## src/rtl/msg_seq_pkg.sv

```systemverilog
package msg_seq_pkg;

    localparam int          DAC_W    = 9;
    localparam logic [8:0]  DAC_ZERO = 9'h000;
    localparam logic [8:0]  DAC_MID  = 9'h100;

    typedef enum logic [2:0] {
        S_IDLE,   // operation mode, waiting out the hold window
        S_DOWN,   // ramping mid-scale to zero
        S_SLEEP,  // standby
        S_ARM,    // start accepted, busy not yet asserted
        S_UP,     // ramping zero to mid-scale
        S_WARM,   // DAC at mid-scale, settling before playback
        S_PLAY    // decoder running
    } seq_state_e;

    typedef struct packed {
        logic busy;
        logic oe;
        logic ovr;
        logic fetch;
        logic dec;
    } seq_out_s;

    function automatic seq_out_s decode_out(seq_state_e s);
        seq_out_s o;
        o.busy  = (s == S_UP) || (s == S_WARM) || (s == S_PLAY);
        o.oe    = (s != S_SLEEP);
        o.ovr   = (s != S_PLAY);
        o.fetch = (s == S_WARM) || (s == S_PLAY);
        o.dec   = (s == S_PLAY);
        return o;
    endfunction

    function automatic logic takes_start(seq_state_e s);
        return (s == S_IDLE) || (s == S_DOWN) || (s == S_SLEEP);
    endfunction

endpackage

```

## src/rtl/msg_seq_edge.sv

```systemverilog
module msg_seq_edge (
    input  logic clk,
    input  logic rst,
    input  logic sig_n,
    output logic fall,
    output logic rise
);
    logic prev_q;

    always_ff @(posedge clk) begin
        if (rst) prev_q <= 1'b1;
        else     prev_q <= sig_n;
    end

    assign fall = prev_q & ~sig_n;
    assign rise = ~prev_q & sig_n;
endmodule

```

## src/rtl/msg_seq_timer.sv

```systemverilog
module msg_seq_timer #(
    parameter int WIDTH = 8,
    parameter int INIT  = 0
) (
    input  logic             clk,
    input  logic             rst,
    input  logic             load,
    input  logic [WIDTH-1:0] load_val,
    output logic             zero
);
    logic [WIDTH-1:0] cnt_q;

    always_ff @(posedge clk) begin
        if (rst)               cnt_q <= WIDTH'(INIT);
        else if (load)         cnt_q <= load_val;
        else if (cnt_q != '0)  cnt_q <= cnt_q - 1'b1;
    end

    assign zero = (cnt_q == '0);
endmodule

```

## src/rtl/msg_seq_ramp.sv

```systemverilog
module msg_seq_ramp import msg_seq_pkg::*; #(
    parameter int DIV = 117
) (
    input  logic             clk,
    input  logic             rst,
    input  logic             run,
    input  logic             up,
    output logic [DAC_W-1:0] code,
    output logic             at_mid,
    output logic             at_zero
);
    localparam int DW = $clog2(DIV + 1);

    logic [DW-1:0] div_q;
    logic          step;

    assign step    = run && (div_q == DW'(DIV - 1));
    assign at_mid  = (code == DAC_MID);
    assign at_zero = (code == DAC_ZERO);

    always_ff @(posedge clk) begin
        if (rst || !run || step) div_q <= '0;
        else                     div_q <= div_q + 1'b1;
    end

    always_ff @(posedge clk) begin
        if (rst) begin
            code <= DAC_MID;
        end else if (step) begin
            if (up && !at_mid)        code <= code + 1'b1;
            else if (!up && !at_zero) code <= code - 1'b1;
        end
    end
endmodule

```

## src/rtl/msg_seq_ctl.sv

```systemverilog
module msg_seq_ctl import msg_seq_pkg::*; #(
    parameter int BUSY_DLY = 5,
    parameter int RAMP_DIV = 117,
    parameter int WARM_CYC = 1344,
    parameter int HOLD_CYC = 1920000
) (
    input  logic             clk,
    input  logic             rst,
    input  logic             cs_n,
    input  logic             st_n,
    input  logic             wr_n,
    input  logic             mode_sel,
    input  logic [7:0]       code_in,
    input  logic             synth_done,
    output logic             busy_n,
    output logic             busy_oe,
    output logic [7:0]       msg_code,
    output logic             slave_q,
    output logic [DAC_W-1:0] dac_code,
    output logic             dac_ovr,
    output logic             fetch_en,
    output logic             dec_en
);
    localparam int TW = $clog2(HOLD_CYC + WARM_CYC + BUSY_DLY) + 1;

    seq_state_e state_q, state_d;
    seq_out_s   outs;

    logic st_fall, st_rise, wr_fall, wr_rise;
    logic sel_fall, sel_rise, start;
    logic from_sleep_q, cap_arm_q;
    logic tmr_load, tmr_zero;
    logic [TW-1:0] tmr_val;
    logic ramp_run, ramp_up, at_mid, at_zero;

    msg_seq_edge u_st_edge (.clk(clk), .rst(rst), .sig_n(st_n), .fall(st_fall), .rise(st_rise));
    msg_seq_edge u_wr_edge (.clk(clk), .rst(rst), .sig_n(wr_n), .fall(wr_fall), .rise(wr_rise));

    msg_seq_timer #(.WIDTH(TW), .INIT(HOLD_CYC - 1)) u_timer (
        .clk(clk), .rst(rst), .load(tmr_load), .load_val(tmr_val), .zero(tmr_zero)
    );

    msg_seq_ramp #(.DIV(RAMP_DIV)) u_ramp (
        .clk(clk), .rst(rst), .run(ramp_run), .up(ramp_up),
        .code(dac_code), .at_mid(at_mid), .at_zero(at_zero)
    );

    assign sel_fall = slave_q ? wr_fall : st_fall;
    assign sel_rise = slave_q ? wr_rise : st_rise;
    assign start    = !cs_n && sel_fall && takes_start(state_q);

    always_comb begin
        state_d  = state_q;
        tmr_load = 1'b0;
        tmr_val  = '0;
        ramp_run = 1'b0;
        ramp_up  = 1'b0;
        unique case (state_q)
            S_IDLE: begin
                if (start) begin
                    state_d  = S_ARM;
                    tmr_load = 1'b1;
                    tmr_val  = TW'(BUSY_DLY - 1);
                end else if (tmr_zero) begin
                    state_d = S_DOWN;
                end
            end
            S_DOWN: begin
                ramp_run = 1'b1;
                if (start) begin
                    state_d  = S_ARM;
                    tmr_load = 1'b1;
                    tmr_val  = TW'(BUSY_DLY - 1);
                end else if (at_zero) begin
                    state_d = S_SLEEP;
                end
            end
            S_SLEEP: begin
                if (start) begin
                    state_d  = S_ARM;
                    tmr_load = 1'b1;
                    tmr_val  = TW'(BUSY_DLY - 1);
                end
            end
            S_ARM: begin
                if (tmr_zero) state_d = from_sleep_q ? S_UP : S_PLAY;
            end
            S_UP: begin
                ramp_run = 1'b1;
                ramp_up  = 1'b1;
                if (at_mid) begin
                    state_d  = S_WARM;
                    tmr_load = 1'b1;
                    tmr_val  = TW'(WARM_CYC - 1);
                end
            end
            S_WARM: begin
                if (tmr_zero) state_d = S_PLAY;
            end
            S_PLAY: begin
                if (synth_done) begin
                    state_d  = S_IDLE;
                    tmr_load = 1'b1;
                    tmr_val  = TW'(HOLD_CYC - 1);
                end
            end
            default: state_d = S_IDLE;
        endcase
    end

    always_ff @(posedge clk) begin
        if (rst) begin
            state_q      <= S_IDLE;
            from_sleep_q <= 1'b0;
            cap_arm_q    <= 1'b0;
            msg_code     <= '0;
            slave_q      <= 1'b0;
        end else begin
            state_q <= state_d;
            if (start) begin
                from_sleep_q <= (state_q != S_IDLE);
                cap_arm_q    <= 1'b1;
            end else if (sel_rise) begin
                cap_arm_q <= 1'b0;
            end
            if (cap_arm_q && sel_rise && !slave_q) msg_code <= code_in;
            if (state_q == S_IDLE) slave_q <= mode_sel;
        end
    end

    assign outs     = decode_out(state_q);
    assign busy_n   = ~outs.busy;
    assign busy_oe  = outs.oe;
    assign dac_ovr  = outs.ovr;
    assign fetch_en = outs.fetch;
    assign dec_en   = outs.dec;
endmodule

```

## config.mk

```make
export PLATFORM = sky130hd
export DESIGN_NAME = msg_seq_ctl
export DESIGN_NICKNAME = d
export VERILOG_FILES = /design/src/rtl/msg_seq_pkg.sv /design/src/rtl/msg_seq_edge.sv /design/src/rtl/msg_seq_timer.sv /design/src/rtl/msg_seq_ramp.sv /design/src/rtl/msg_seq_ctl.sv
export SDC_FILE = /design/constraint.sdc
export NUM_CORES = 1
export LEC_CHECK = 0
export BUFFER_PORTS_ARGS = -buffer_cell sky130_fd_sc_hd__clkbuf_2
export CORE_UTILIZATION = 59
export CTS_BUF_LIST = sky130_fd_sc_hd__clkbuf_8
export DETAILED_ROUTE_END_ITERATION = 16
export HOLD_SLACK_MARGIN = 0.12
export PLACE_DENSITY = 0.79
export SLEW_MARGIN = 20
export SYNTH_ARGS = -nofsm -noshare
export SYNTH_HDL_FRONTEND = slang
export SYNTH_SLANG_ARGS = --single-unit
```

## constraint.sdc

```tcl
create_clock -name clk -period 3.29 [get_ports clk]
set_clock_uncertainty 0.1 [all_clocks]
set_input_delay 0.1645 -clock clk [delete_from_list [all_inputs] [get_ports clk]]
set_output_delay 0.1645 -clock clk [all_outputs]
set_load 0.02 [all_outputs]
```

==> flow_summary.toml <==
[route]
drc_errors = 0
vias_per_cell = 5.66
vias = 2447
detail_route.wl_per_cell_um = 14.6
dr.pass1.iters = 4
final_antenna_net_count = 0
drt-total-wl_mm = 6.32
drtIter0Drc = 112

[timing]
worst_slew_pin_slew_ns = 0.797
fmax_mhz = 325
finalSetupViolations = 0
fin_crit_ns = 3.08
finalWorstSetupSlack_ns = 0.211
rsz0062_at_grt = "no"
setup-tns-final_ns = 0
maxSlewViolCount = 0
relSlewSlack_pct = 46.3
fin_crit_sh_pct = 93.6
hold_viol = 0

[die]
initial_core_util_pct = 63.1
coreArea_mm2 = 0.00447
rows = 24
dieArea_mm2 = 0.00507
die_x_um = 71.2
die_y_um = 71.2
ios = 38

[setup_path]
path_depth = 11
worstSetupPathType = "flip-flop to flip-flop"
path_max_fanout = 7
r2r_end = "u_ramp.code[8]"
cp_slowest_cell = "dfxtp_1"
slowest_delay_ns = 0.37
path_delay_family = "simple AND/OR/NAND/NOR gates"
start_kind = "flip-flop"
required_ns = 3.40
rrSetupSlack_ns = 0.21
path_cells = "nor4_2 > nand3_1 > and2_1 > inv_1 > ha_1 > nor2b_1 > o2111ai_1 > a31oi_1 > xor2_1 > o21ai_0 > or3b_1"
cp.arrival_ns = 3.19
cp_num_buf_inv = 1
rr_worst_depth = 11
r2r_start = "u_ramp.code[1]"
worstSetupEndpointType = "flip-flop"

[synthesis]
synth_top_area_share_pct = 38.3
synth_flop_cell = "dfxtp_1"
synth_area_leaders = "dfxtp_1 38%, xnor2_1 7.8%, nor2_1 6.4%"
ys_types = 49
yosysTopAreaCell = "dfxtp_1"
synth_area_mm2 = 0.00282
async_reset_ff_share_pct = 0
synth_common_cells = "54 x dfxtp_1, 48 x nor2_1, 25 x xnor2_1, 18 x o21ai_1"
synth_edf_count = 0
yosysMostFrequentCell = "dfxtp_1"
ys_ff_latch = 54
yosysSeqAreaShare_pct = 38.3
avgSynthCellArea_um2 = 8.56
syn_inst = 330
ys_warn_count = 0
syn_nets = 357

[finish]
fillerInstances = 335
n_antenna_cell = 0
area_growth_pct = 17.3
layout-drive-gt1-share_pct = 16.6
fin_nets = 406

[global_routing]
grt_max_degree = 29
grt_antenna_before_repair = 0
grtUsageTotal_pct = 26.7
grt_pass1_vias = 2399
grt_pass1_wl_mm = 10.7
grt_overflow = 0

[placement]
dp_hpwl_mm = 4.26
pre_cts_ws_ns = 0.168
place_congestion = 0.813
portBuffers = 37

[power]
ir_worst_vdd_mv = 0.294
swShare_pct = 31.4
p_switching_mw = 0.453
combPwrFrac_pct = 21.7
p_per_area_mw_per_mm2 = 436
p_seq_share_pct = 51.6
internal_power_mw = 0.992
p_leak_nw = 1.34
p_clk_share_pct = 26.7

[clock_tree]
cts_tree = "done"
numCtsBuffers = 5
clockBufferDepth = 2
h-tree-depth = 2
clkLatencyLatePin_ns = 0.32
root_buffer = "clkbuf_8"
cts_setup_buffers = 0
cts.sinks = 54
cts.clk_slew.worst_paths_ns = 0.10

[hold_path]
hold_path.class = "input port to flip-flop"
holdPathEnd = "u_timer.cnt_q[2]"
whs_path_depth = 4
worstHoldStart = "synth_done"

[flow_run]
drv_cap = 0

[run_status]
status = "complete, no violations"
## cell families after synthesis
family	Yosys count	share of synthesized area (%)
xor+xnor	32	9.92
flops	54	38.3
mux	16	5.67
fa+ha+maj	12	5.58
simple gates	134	24.5
buf+inv	29	3.94
compound gates	53	12.1
## how the worst max path moves through the flow
stage / startpoint / to
floorplan: u_ramp.code[1] / u_ramp.code[8]
global placement: u_ramp.code[1] / u_ramp.code[8]
detailed placement: u_ramp.code[1] / u_ramp.code[8]
CTS: u_ramp.code[1] / u_ramp.code[8]
global route: u_ramp.code[1] / u_ramp.code[8]
finish: u_ramp.code[1] / u_ramp.code[8]
## registers in the layout, summed over array words and instances, names as in the netlist
signal            flops
msg_code              8
u_wr_edge.prev_q      1
u_st_edge.prev_q      1
u_ramp.div_q          7
slave_q               1
cap_arm_q             1
state_q               3
from_sleep_q          1
u_timer.cnt_q        22
u_ramp.code           9
## cells in the final DEF (no fill, tap or decap), types with 3 or more instances in the layout
master,synthesis,routed
dfxtp_1,54,54
nor2_1,48,48
clkbuf_2,0,37
xnor2_1,25,25
o21ai_1,18,18
nand2_1,16,16
mux2i_1,16,16
inv_1,14,14
ha_1,11,11
dlygate4sd3_1,0,11
a21oi_1,10,10
nor3_1,10,10
nand3_1,9,9
nand2b_1,9,9
buf_4,0,9
xor2_1,7,7
or3_1,6,6
and2_1,5,5
nor4_1,7,5
clkbuf_8,0,5
or4_1,4,4
o211ai_1,4,4
or2_1,3,3
nand3b_1,3,3
a31oi_1,3,3
## layer usage
| layer | part of all wire (%) | global-route usage (%) |
|---|---|---|
| met5 | 0 | 0 |
| met3 | 4.7 | 6.70 |
| met2 | 48 | 46.3 |
| met1 | 45 | 32.8 |
| met4 | 1.3 | 7.56 |
## metrics by stage
step                hold slack (ns)  utilization (%)  total power [mW]  cells  area (um^2)
floorplan                     0.171                -             0.979    330         2820
global placement              0.288             69.0              1.05    413         3090
detailed placement            0.298             69.0              1.05    413         3090
CTS                           0.211             73.6              1.44    432         3290
global route                  0.232             74.0              1.53    432         3310
finish                        0.218             74.0              1.45    432         3310
## layout make-up
type	count	area, um^2	share of cell area (%)
multi-input combinational	247	1660	50.1
sequential	54	1080	32.6
timing repair buffer	57	363	11.0
clock buffer	5	68.8	2.08
tap	52	65.1	1.96
inverter	14	52.6	1.59
clock inverter	3	23.8	0.718
## worst register-to-register path: cells and delay by family, from the launching register on
family / cells / cell delay (ns)
buffers and inverters: 1 / 0.22
XOR/XNOR: 1 / 0.17
AND/OR/NAND/NOR: 5 / 1.29
flip-flops: 1 / 0.37
AO/OA/AOI/OAI: 3 / 0.50
adder cells (fa/ha/maj): 1 / 0.32
## power groups by stage
stage / Clock, mW / Combinational, mW / Sequential [mW]
3_3_place_gp: 0 / 0.290 / 0.755
3_5_place_dp: 0 / 0.297 / 0.757
6_report: 0.386 / 0.314 / 0.745
4_1_cts: 0.390 / 0.308 / 0.743
5_1_grt: 0.422 / 0.353 / 0.753
2_1_floorplan: 0 / 0.231 / 0.748
## repair_timing
action,CTS,global route
hold buffers,11,0
resized for setup,0,2
hold endpoints to repair,11,0
setup endpoints to repair,0,1
(Power assumes the default switching activity.)
